--- config.mk ---
export PLATFORM = sky130hd
export DESIGN_NAME = osc_pll_regs
export DESIGN_NICKNAME = d
export VERILOG_FILES = /design/src/rtl/osc_pll_pkg.sv /design/src/rtl/osc_pll_csr.sv /design/src/rtl/osc_pll_enables.sv /design/src/rtl/pll_rate_calc.sv /design/src/rtl/osc_pll_regs.sv
export SDC_FILE = /design/constraint.sdc
export NUM_CORES = 1
export LEC_CHECK = 0
export BUFFER_PORTS_ARGS = -buffer_cell sky130_fd_sc_hd__buf_2
export CORE_MARGIN = 2
export CORE_UTILIZATION = 51
export CTS_BUF_LIST = sky130_fd_sc_hd__clkbuf_2 sky130_fd_sc_hd__clkbuf_4 sky130_fd_sc_hd__clkbuf_8
export DETAILED_ROUTE_END_ITERATION = 12
export PLACE_DENSITY = 0.73
export SYNTH_ARGS = -nofsm -noshare
export SYNTH_HDL_FRONTEND = slang
export SYNTH_SLANG_ARGS = --single-unit
--- constraint.sdc ---
create_clock -name clk -period 18.3 [get_ports clk]
set_input_delay 2.745 -clock clk [delete_from_list [all_inputs] [get_ports clk]]
set_output_delay 2.745 -clock clk [all_outputs]
set_load 0.01 [all_outputs]
--- src/rtl/osc_pll_pkg.sv ---
// Package: word offsets, bit positions and field types shared by the
// oscillator/PLL control register block. Offsets and bit positions are
// decoded by software, so they are fixed here rather than parameters.
package osc_pll_pkg;

    localparam int unsigned OFS_CTRL = 'h00;
    localparam int unsigned OFS_OSC  = 'h0C;
    localparam int unsigned OFS_PLL  = 'h10;
    localparam int unsigned OFS_FREQ = 'h14;

    localparam int TMR_BASE    = 15;   // timer i select at TMR_BASE + 2*i

    localparam int OSC_OVR_B   = 0;
    localparam int OSC_EN_B    = 1;
    localparam int OSC_STAT_B  = 2;
    localparam int OSC_SXDIS_B = 19;
    localparam int OSC_TMR_B   = 20;

    localparam int PLL_OVR_B   = 0;
    localparam int PLL_EN_B    = 1;
    localparam int PLL_STAT_B  = 2;
    localparam int PLL2_EN_B   = 28;
    localparam int PLL_TMR_B   = 29;

    localparam int FRQ_D_LSB   = 0;
    localparam int FRQ_M1_LSB  = 8;
    localparam int FRQ_M2_LSB  = 24;

    localparam int MUL_OFS     = 2;    // multiplier code offset

    typedef struct packed {
        logic tmr_en;
        logic sx_dis;
        logic mx_en;
        logic mx_ovr;
    } osc_ctl_t;

    typedef struct packed {
        logic tmr_en;
        logic p2_en;
        logic p1_en;
        logic p1_ovr;
    } pll_ctl_t;

endpackage

--- src/rtl/osc_pll_csr.sv ---
// Module: osc_pll_csr
// Holds the four control words, decodes bus writes, applies the
// main-crystal force request and samples the lock status inputs.
// Assumes one access per cycle; reads are combinational on bus_addr.
module osc_pll_csr
    import osc_pll_pkg::*;
#(
    parameter int DATA_W  = 32,
    parameter int ADDR_W  = 8,
    parameter int NUM_TMR = 8,
    parameter int MUL_W   = 6,
    parameter int SHIFT_W = 3
) (
    input  logic               clk,
    input  logic               rst_n,
    input  logic               wr_en,
    input  logic [ADDR_W-1:0]  addr,
    input  logic [DATA_W-1:0]  wdata,
    output logic [DATA_W-1:0]  rdata,
    input  logic               force_mx_on,
    input  logic               mx_lock_i,
    input  logic               p1_lock_i,
    output osc_ctl_t           osc_q,
    output pll_ctl_t           pll_q,
    output logic [NUM_TMR-1:0] tmr_q,
    output logic [MUL_W-1:0]   m1_q,
    output logic [SHIFT_W-1:0] d1_q,
    output logic [MUL_W-1:0]   m2_q
);

    logic hit_ctrl, hit_osc, hit_pll, hit_freq;
    logic mx_stat_q, p1_stat_q;
    logic [NUM_TMR-1:0] tmr_wval;
    osc_ctl_t osc_d;

    assign hit_ctrl = wr_en && (addr == ADDR_W'(OFS_CTRL));
    assign hit_osc  = wr_en && (addr == ADDR_W'(OFS_OSC));
    assign hit_pll  = wr_en && (addr == ADDR_W'(OFS_PLL));
    assign hit_freq = wr_en && (addr == ADDR_W'(OFS_FREQ));

    // Gather the odd-position timer select bits from the write data.
    genvar g;
    generate
        for (g = 0; g < NUM_TMR; g++) begin : g_tmr_wr
            assign tmr_wval[g] = wdata[TMR_BASE + 2*g];
        end
    endgenerate

    // Timer select storage.
    always_ff @(posedge clk) begin
        if (!rst_n)        tmr_q <= '0;
        else if (hit_ctrl) tmr_q <= tmr_wval;
    end

    // Next oscillator word: bus write first, force request overrides it.
    always_comb begin
        osc_d = osc_q;
        if (hit_osc) begin
            osc_d.mx_ovr = wdata[OSC_OVR_B];
            osc_d.mx_en  = wdata[OSC_EN_B];
            osc_d.sx_dis = wdata[OSC_SXDIS_B];
            osc_d.tmr_en = wdata[OSC_TMR_B];
        end
        if (force_mx_on) begin
            osc_d.mx_ovr = 1'b0;
            osc_d.mx_en  = 1'b1;
        end
    end

    // Oscillator word storage; main-crystal enable resets high.
    always_ff @(posedge clk) begin
        if (!rst_n) osc_q <= '{tmr_en: 1'b0, sx_dis: 1'b0, mx_en: 1'b1, mx_ovr: 1'b0};
        else        osc_q <= osc_d;
    end

    // PLL control word storage.
    always_ff @(posedge clk) begin
        if (!rst_n) pll_q <= '0;
        else if (hit_pll) begin
            pll_q.p1_ovr <= wdata[PLL_OVR_B];
            pll_q.p1_en  <= wdata[PLL_EN_B];
            pll_q.p2_en  <= wdata[PLL2_EN_B];
            pll_q.tmr_en <= wdata[PLL_TMR_B];
        end
    end

    // PLL frequency field storage.
    always_ff @(posedge clk) begin
        if (!rst_n) begin
            m1_q <= '0;
            d1_q <= '0;
            m2_q <= '0;
        end else if (hit_freq) begin
            m1_q <= wdata[FRQ_M1_LSB +: MUL_W];
            d1_q <= wdata[FRQ_D_LSB  +: SHIFT_W];
            m2_q <= wdata[FRQ_M2_LSB +: MUL_W];
        end
    end

    // Register the external lock status once per cycle.
    always_ff @(posedge clk) begin
        if (!rst_n) begin
            mx_stat_q <= 1'b0;
            p1_stat_q <= 1'b0;
        end else begin
            mx_stat_q <= mx_lock_i;
            p1_stat_q <= p1_lock_i;
        end
    end

    // Read mux; unmapped offsets and reserved bits return zero.
    always_comb begin
        rdata = '0;
        if (addr == ADDR_W'(OFS_CTRL)) begin
            for (int i = 0; i < NUM_TMR; i++) rdata[TMR_BASE + 2*i] = tmr_q[i];
        end else if (addr == ADDR_W'(OFS_OSC)) begin
            rdata[OSC_OVR_B]   = osc_q.mx_ovr;
            rdata[OSC_EN_B]    = osc_q.mx_en;
            rdata[OSC_STAT_B]  = mx_stat_q;
            rdata[OSC_SXDIS_B] = osc_q.sx_dis;
            rdata[OSC_TMR_B]   = osc_q.tmr_en;
        end else if (addr == ADDR_W'(OFS_PLL)) begin
            rdata[PLL_OVR_B]   = pll_q.p1_ovr;
            rdata[PLL_EN_B]    = pll_q.p1_en;
            rdata[PLL_STAT_B]  = p1_stat_q;
            rdata[PLL2_EN_B]   = pll_q.p2_en;
            rdata[PLL_TMR_B]   = pll_q.tmr_en;
        end else if (addr == ADDR_W'(OFS_FREQ)) begin
            rdata[FRQ_M1_LSB +: MUL_W] = m1_q;
            rdata[FRQ_D_LSB  +: SHIFT_W] = d1_q;
            rdata[FRQ_M2_LSB +: MUL_W] = m2_q;
        end
    end


    force_apply_chk: assert property (@(posedge clk) disable iff (!rst_n)
        force_mx_on |=> (!osc_q.mx_ovr && osc_q.mx_en));


    unmapped_wr_chk: assert property (@(posedge clk) disable iff (!rst_n)
        (wr_en && !force_mx_on && !hit_ctrl && !hit_osc && !hit_pll && !hit_freq)
        |=> ($stable(osc_q) && $stable(pll_q) && $stable(tmr_q)
             && $stable(m1_q) && $stable(d1_q) && $stable(m2_q)));

endmodule

--- src/rtl/osc_pll_enables.sv ---
// Module: osc_pll_enables
// Turns the stored control bits into effective run enables. The main
// crystal and PLL1 follow software only while their override is set;
// otherwise they are held running. Purely combinational.
module osc_pll_enables
    import osc_pll_pkg::*;
(
    input  osc_ctl_t osc_q,
    input  pll_ctl_t pll_q,
    output logic     mx_run,
    output logic     sx_run,
    output logic     p1_run,
    output logic     p2_run,
    output logic     osc_tmr,
    output logic     pll_tmr
);

    // Override-gated and direct enables.
    always_comb begin
        mx_run  = osc_q.mx_ovr ? osc_q.mx_en : 1'b1;
        p1_run  = pll_q.p1_ovr ? pll_q.p1_en : 1'b1;
        sx_run  = ~osc_q.sx_dis;
        p2_run  = pll_q.p2_en;
        osc_tmr = osc_q.tmr_en;
        pll_tmr = pll_q.tmr_en;
    end

endmodule

--- src/rtl/pll_rate_calc.sv ---
// Module: pll_rate_calc
// Computes ref_rate * (mul_code + offset) >> shift_code as a number.
// Assumes RATE_W is wide enough for the largest product; a caller with
// no post shift ties shift_code to zero.
module pll_rate_calc
    import osc_pll_pkg::*;
#(
    parameter int REF_W   = 32,
    parameter int MUL_W   = 6,
    parameter int SHIFT_W = 3,
    parameter int RATE_W  = REF_W + MUL_W + 2
) (
    input  logic [REF_W-1:0]   ref_rate,
    input  logic [MUL_W-1:0]   mul_code,
    input  logic [SHIFT_W-1:0] shift_code,
    output logic [RATE_W-1:0]  rate
);

    localparam int FACT_W = MUL_W + 1;

    logic [FACT_W-1:0] factor;
    logic [RATE_W-1:0] product;

    // Offset multiplier, full-width product, then power-of-two shift.
    always_comb begin
        factor  = FACT_W'(mul_code) + FACT_W'(MUL_OFS);
        product = RATE_W'(ref_rate) * RATE_W'(factor);
        rate    = product >> shift_code;
    end

endmodule

--- src/rtl/osc_pll_regs.sv ---
// Module: osc_pll_regs (top)
// Oscillator and PLL control register block: register storage, effective
// enables and two PLL rate calculators. Assumes a single-cycle register
// port and lock inputs already synchronous to clk.
module osc_pll_regs
    import osc_pll_pkg::*;
#(
    parameter int DATA_W  = 32,
    parameter int ADDR_W  = 8,
    parameter int NUM_TMR = 8,
    parameter int REF_W   = 32,
    parameter int MUL_W   = 6,
    parameter int SHIFT_W = 3,
    parameter int RATE_W  = REF_W + MUL_W + 2
) (
    input  logic               clk,
    input  logic               rst_n,
    input  logic               bus_wr,
    input  logic [ADDR_W-1:0]  bus_addr,
    input  logic [DATA_W-1:0]  bus_wdata,
    output logic [DATA_W-1:0]  bus_rdata,
    input  logic               mxtal_force_on,
    input  logic               mxtal_lock,
    input  logic               pll1_lock,
    input  logic [REF_W-1:0]   ref_rate,
    output logic [NUM_TMR-1:0] tmr_slow_sel,
    output logic               mxtal_run,
    output logic               sxtal_run,
    output logic               pll1_run,
    output logic               pll2_run,
    output logic               osc_tmr_en,
    output logic               pll_tmr_en,
    output logic [RATE_W-1:0]  pll1_rate,
    output logic [RATE_W-1:0]  pll2_rate
);

    localparam int MUL_MAX = (1 << MUL_W) - 1 + MUL_OFS;

    osc_ctl_t           osc_q;
    pll_ctl_t           pll_q;
    logic [MUL_W-1:0]   m1_q, m2_q;
    logic [SHIFT_W-1:0] d1_q;

    osc_pll_csr #(
        .DATA_W(DATA_W), .ADDR_W(ADDR_W), .NUM_TMR(NUM_TMR),
        .MUL_W(MUL_W), .SHIFT_W(SHIFT_W)
    ) i_csr (
        .clk(clk), .rst_n(rst_n), .wr_en(bus_wr), .addr(bus_addr),
        .wdata(bus_wdata), .rdata(bus_rdata), .force_mx_on(mxtal_force_on),
        .mx_lock_i(mxtal_lock), .p1_lock_i(pll1_lock),
        .osc_q(osc_q), .pll_q(pll_q), .tmr_q(tmr_slow_sel),
        .m1_q(m1_q), .d1_q(d1_q), .m2_q(m2_q)
    );

    osc_pll_enables i_en (
        .osc_q(osc_q), .pll_q(pll_q),
        .mx_run(mxtal_run), .sx_run(sxtal_run),
        .p1_run(pll1_run), .p2_run(pll2_run),
        .osc_tmr(osc_tmr_en), .pll_tmr(pll_tmr_en)
    );

    pll_rate_calc #(
        .REF_W(REF_W), .MUL_W(MUL_W), .SHIFT_W(SHIFT_W), .RATE_W(RATE_W)
    ) i_rate1 (
        .ref_rate(ref_rate), .mul_code(m1_q), .shift_code(d1_q), .rate(pll1_rate)
    );

    pll_rate_calc #(
        .REF_W(REF_W), .MUL_W(MUL_W), .SHIFT_W(SHIFT_W), .RATE_W(RATE_W)
    ) i_rate2 (
        .ref_rate(ref_rate), .mul_code(m2_q), .shift_code('0), .rate(pll2_rate)
    );


    mx_gate_chk: assert property (@(posedge clk) disable iff (!rst_n)
        !mxtal_run |-> (osc_q.mx_ovr && !osc_q.mx_en));


    p1_gate_chk: assert property (@(posedge clk) disable iff (!rst_n)
        !pll1_run |-> (pll_q.p1_ovr && !pll_q.p1_en));


    p1_floor_chk: assert property (@(posedge clk) disable iff (!rst_n)
        (d1_q == '0) |-> (pll1_rate >= (RATE_W'(ref_rate) << 1)));


    p2_range_chk: assert property (@(posedge clk) disable iff (!rst_n)
        (pll2_rate >= (RATE_W'(ref_rate) << 1))
        && (pll2_rate <= RATE_W'(ref_rate) * RATE_W'(MUL_MAX)));

endmodule

; ---- Word-level counts from Yosys, hierarchy flattened
; Index checks and enable logic that the tools add are counted.
; W data, S select, Z words.
[word_totals]
reg_bits = 33
input_bits = 78
[op_classes]
n_addsub = 2
mul = 2
eq_ne = 3
shifts = 1
mux = 27
bitwise_logic = 2
n_reduce_logical = 6
[ops]
columns = cell, count
row1 = $mul A32 B7 Y39, 2
row2 = $shr A39 B3 Y40, 1
row3 = $mux W6, 6
row4 = $eq A8 B5 Y1 const B, 2
row5 = $add A6 B2 Y7 const B, 2
row6 = $mux W1, 14
row7 = $mux W3, 4
row8 = $eq A8 B4 Y1 const B, 1
row9 = $logic_not A8 Y1, 1
row10 = $logic_and A1 B1 Y1, 4
row11 = $mux W2, 2
row12 = $mux W4, 1
row13 = $not A1 Y1, 2
row14 = $reduce_or A2 Y1, 1

; ---- Logic depth before layout (Yosys ltp)
[depth]
word_depth = 5
mapped_depth = 24

; ---- By module
; Synthesis repeated with hierarchy kept, for this count alone.
[unflattened]
cells_unflattened = 2297
area_unflattened_um2 = 19253.5
[by_module_without_submodules]
columns = module, n_inst, cells_each, area_each_um2, seq_area_each_um2
row1 = pll_rate_calc (i_rate2), 1, 1056, 8748.4, 0.0
row2 = pll_rate_calc (i_rate1), 1, 1040, 8733.4, 0.0
row3 = osc_pll_csr, 1, 194, 1729.2, 660.6
row4 = osc_pll_enables, 1, 6, 38.8, 0.0
row5 = osc_pll_regs, 1, 1, 3.8, 0.0

; ---- Worst setup path after synthesis
; Ideal clock, no wire load.
[synth_path]
path_kind = input port to output port
from = input port ref_rate[22]
to = output port pll1_rate[34]
t_arrival_ps = 7723
required_ps = 15555
setup_slack_ps = 7832
path_stages = 18
cell_sequence = clkbuf_1 > nand2_1 > fa_1 > fa_1 > fa_1 > fa_1 > inv_1 > ha_1 > buf_2 > nand4_1 > or2_2 > nor4_1 > a221oi_2 > o21a_1 > o31a_2 > xnor2_1 > o31a_1 > a211oi_1
[synth_via]
elab_chain_len = 2
[synth_lines]
columns = item, line
row1 = "start, declared", osc_pll_regs.sv:25  ; input logic [REF_W-1:0] ref_rate,
row2 = $mul A32 B7 Y39, pll_rate_calc.sv:27  ; product = RATE_W'(ref_rate) * RATE_W'(factor);
row3 = $shr A39 B3 Y40, pll_rate_calc.sv:28  ; rate = product >> shift_code;
row4 = "end, declared", osc_pll_regs.sv:33  ; output logic [RATE_W-1:0] pll1_rate,
; Every way passes these cells.

; ---- Worst setup path after layout
[layout_path]
from = input port ref_rate[8]
to = output port pll2_rate[38]
[layout_via]
elab_chain_len = 1
[layout_lines]
columns = item, line
row1 = $mul A32 B7 Y39, pll_rate_calc.sv:27
row2 = "end, declared", osc_pll_regs.sv:34  ; output logic [RATE_W-1:0] pll2_rate
; Every way passes these cells.

==> summary.md <==
| Metric | Value |
|---|---|
| Drt pass-1 iters | `6` |
| Worst EP required | `15.55 ns` |
| Yosys warns | `0` |
| Reg clk slew, reported paths | `0.06 ns` |
| Final nets | `2695` |
| GRT Util Overall | `23.8%` |
| Vias in the first global route | `15700` |
| Mapped Area | `~17000 sq um` |
| Setup Skew | `0 ns` |
| # IOs | `just over 200` |
| Synthesized area per cell | `around 8.1 sq um` |
| CTS buffer count | `5` |
| TritonCTS clock tree | `yes` |
| Endpoints failing setup | `0` |
| Clock insertion delay at the later pin of the skew report | `roughly 0.29 ns` |
| Core footprint | `around 33000 sq um` |
| Critical path class | `in -> out` |
| Routed via count | `14900` |
| I/O Buffers | `roughly 180` |
| # rows | `67` |
| Initial core utilization | `51.7%` |
| Worst-Margin Slew | `about 1.1 ns` |
| DRC violations left | `0` |
| Die Span X | `between 150 and 200 microns` |
| CP top delay family | `adder cells` |
| Final hold vios | `0` |
| Slowest-stage cell, CP | `a2111oi_0` |
| Outcome | `complete, no violations` |
| Static Leak | `0.00888 uW` |
| Most frequent cells in the layout | `nand2_1, fa_1, inv_1` |
| Setup Buffers After CTS | `0` |
| Max_slew headroom | `23.8%` |
| Fillers | `3121` |
| Total gr overflow | `0` |
| FF+latch area | `661 sq um` |
| Worst vdd ir | `0.0000554 V` |
| Synth Register Bits | `33` |
| FF-to-FF Start | `i_csr.d1_q[1]$_SDFFE_PN0P_` |
| CTS sink cnt | `33` |
| Largest net degree at the start of global routing | `42` |
| Setup crit end kind | `primary output` |
| Area grow syn2layout | `7.09%` |
| Vias per std cell | `5.62` |
| CP startpoint | `ref_rate[8]` |
| RSZ-0062 raised after global routing | `no` |
| CP Data Arrival Time | `8.90 ns` |
| DP Worst Slack | `a little under 7 ns` |
| CP peak stage delay | `1.03 ns` |
| Post-synthesis instance total | `2125` |
| Pwr dens | `about 14 nW/um^2` |
| Highest Clock Rate | `0.0858 GHz` |
| Final WS setup | `6.65 ns` |
| Pins over their slew limit | `0` |
| Setup crit start kind | `input port` |
| Commonest non-fill, non-tap cell in the layout | `nand2_1` |
| Initial antenna violation count | `3` |
| Die ar. | `approximately 35000 sq um` |
| Drt first-iter violations | `863` |
| Multi-input gate area | `~15000 sq um` |
| Register area share after synthesis | `3.82%` |
| Clock root buffer | `clkbuf_8` |
| PostCTS Resize Cnt | `0` |
| Layout cell share with drive strength beyond 1 | `about 12%` |
| CP max FO | `14` |
| Worst Hold Class | `reg -> reg` |
| Async SR Flop Fraction | `0%` |
| Wire length per cell | `15.4 microns` |
| Post-synth EDFFs | `0` |
| Layout Cells excl Fill | `2654` |
| Distinct cells, synth | `79` |
| Hold Startpoint | `i_csr.osc_q[2]$_SDFFE_PN0P_` |
| CP Cell Sequence | `buf_2, and2_1, fa_1, inv_1, fa_1, inv_1, fa_1, inv_1, fa_1, inv_1, ha_1, nand3_1, or4_1, a2111oi_0, o311ai_1, o21ai_0, or3_1, a2111oi_0, nor3_1, buf_2` |
| H-Tree Depth | `2` |
| Overall power | `262 uW` |
| # placed instances | `2644` |
| Max Cap Viol | `0` |
| First-pass GRT wire length | `71700 microns` |
| Crit share post-route | `between 60% and 70%` |
| Placer Congestion | `just under 0.9` |
| Post-DRT Antenna Nets | `0` |
| Bufs and invs on worst path | `6` |
| Drt total wl | `about 40000 microns` |
| Min Tclk post-route | `around 12 ns` |
| Main synth FF type | `dfxtp_1` |
| Die height | `188 microns` |
| Clk buf depth | `2` |
| Hpwl dp | `32700 microns` |
| # hold bufs at CTS | `0` |
| Setup TNS | `0 ns` |
-- sequential cells by signal (all words and copies together), names as in the netlist --
register,flops
i_csr.d1_q,3
i_csr.m1_q,6
i_csr.m2_q,6
i_csr.mx_stat_q,1
i_csr.osc_q,4
i_csr.p1_stat_q,1
i_csr.pll_q,4
i_csr.tmr_q,8
-- path summary, 6_finish.rpt --
kind / depth (start not counted) / endpoint / slack (ns)
worst min register to register: 2 / i_csr.osc_q[2]$_SDFFE_PN0P_ / 0.47
worst max-delay path: 20 / pll2_rate[38] / 6.65
worst max register to register: 2 / i_csr.d1_q[1]$_SDFFE_PN0P_ / 16.84
worst min-delay path: 2 / i_csr.osc_q[2]$_SDFFE_PN0P_ / 0.47
-- cells by family after synthesis --
family          share of synthesized area [%]
compound gates                           12.6
xor+xnor                                 4.00
fa+ha+maj                                42.9
buf+inv                                  9.21
flops                                    3.82
mux                                      4.58
other cells                            0.0217
simple gates                             22.8
-- power by group --
group / switching [uW] / internal (uW) / total [uW]
registers: 0.181 / 72.1 / 72.3
logic: 78.9 / 49.8 / 129
clock network: 27.2 / 34.0 / 61.1
-- metrics by stage --
| step | util (%) | instance area (sq um) | hold slack (ns) |
|---|---|---|---|
| after floorplan | - | 17300 | 0.443 |
| after global placement | 55.0 | 18400 | 0.456 |
| after detailed placement | 55.0 | 18400 | 0.462 |
| after CTS | 55.3 | 18500 | 0.472 |
| after global routing | 55.3 | 18500 | 0.487 |
| final | 55.3 | 18500 | 0.473 |
-- layer usage --
layer | wire, microns | share of wire [%] | global-route usage (%)
met1 | 16800 | 41 | 29.7
met2 | 21600 | 53 | 44.8
met3 | 1940 | 4.7 | 1.76
met4 | 580 | 1.4 | 4.88
met5 | 20 | 0.049 | 0
-- layout make-up --
| cell class | instances | share of cell area (%) |
|---|---|---|
| Clock buffer | 7 | 0.521 |
| Sequential cell | 33 | 3.57 |
| Clock inverter | 1 | 0.0271 |
| Timing Repair Buffer | 196 | 5.53 |
| Inverter | 271 | 5.50 |
| Antenna cell | 2 | 0.0271 |
| Tap cell | 448 | 3.03 |
| Multi-Input combinational cell | 1696 | 81.8 |
-- synthesized netlist by cell type, drive strengths merged, types with 5 or more instances --
master,instances,area [sq um]
nor2,72,270
a2111oi,8,70.1
mux4,11,248
a221oi,14,129
mux2,15,173
o31ai,6,50.1
nor3b,5,37.5
nor4,6,37.5
dfxtp,33,661
ha,116,1450
buf,19,131
nor2b,29,181
o211ai,11,82.6
a31oi,6,50.0
or3,11,68.8
nor3,20,100
nand3,41,205
xnor2,54,473
a21o,31,233
o21a,15,113
xor2,25,219
nand2,352,1320
and2,183,1140
inv,271,1020
or2,6,37.5
clkbuf,118,443
a21boi,31,233
mux2i,37,370
nand4,10,62.6
nand2b,51,319
a211oi,16,120
a21oi,78,402
o21ai,60,304
and3,12,80.1
fa,298,5970
-- worst register-to-register path: stages, from the launching register on --
cell	delay, ns
dfxtp_1	1.07
nand2_1	0.08
a21boi_0	0.23
Power figures use the tool's default switching activity.
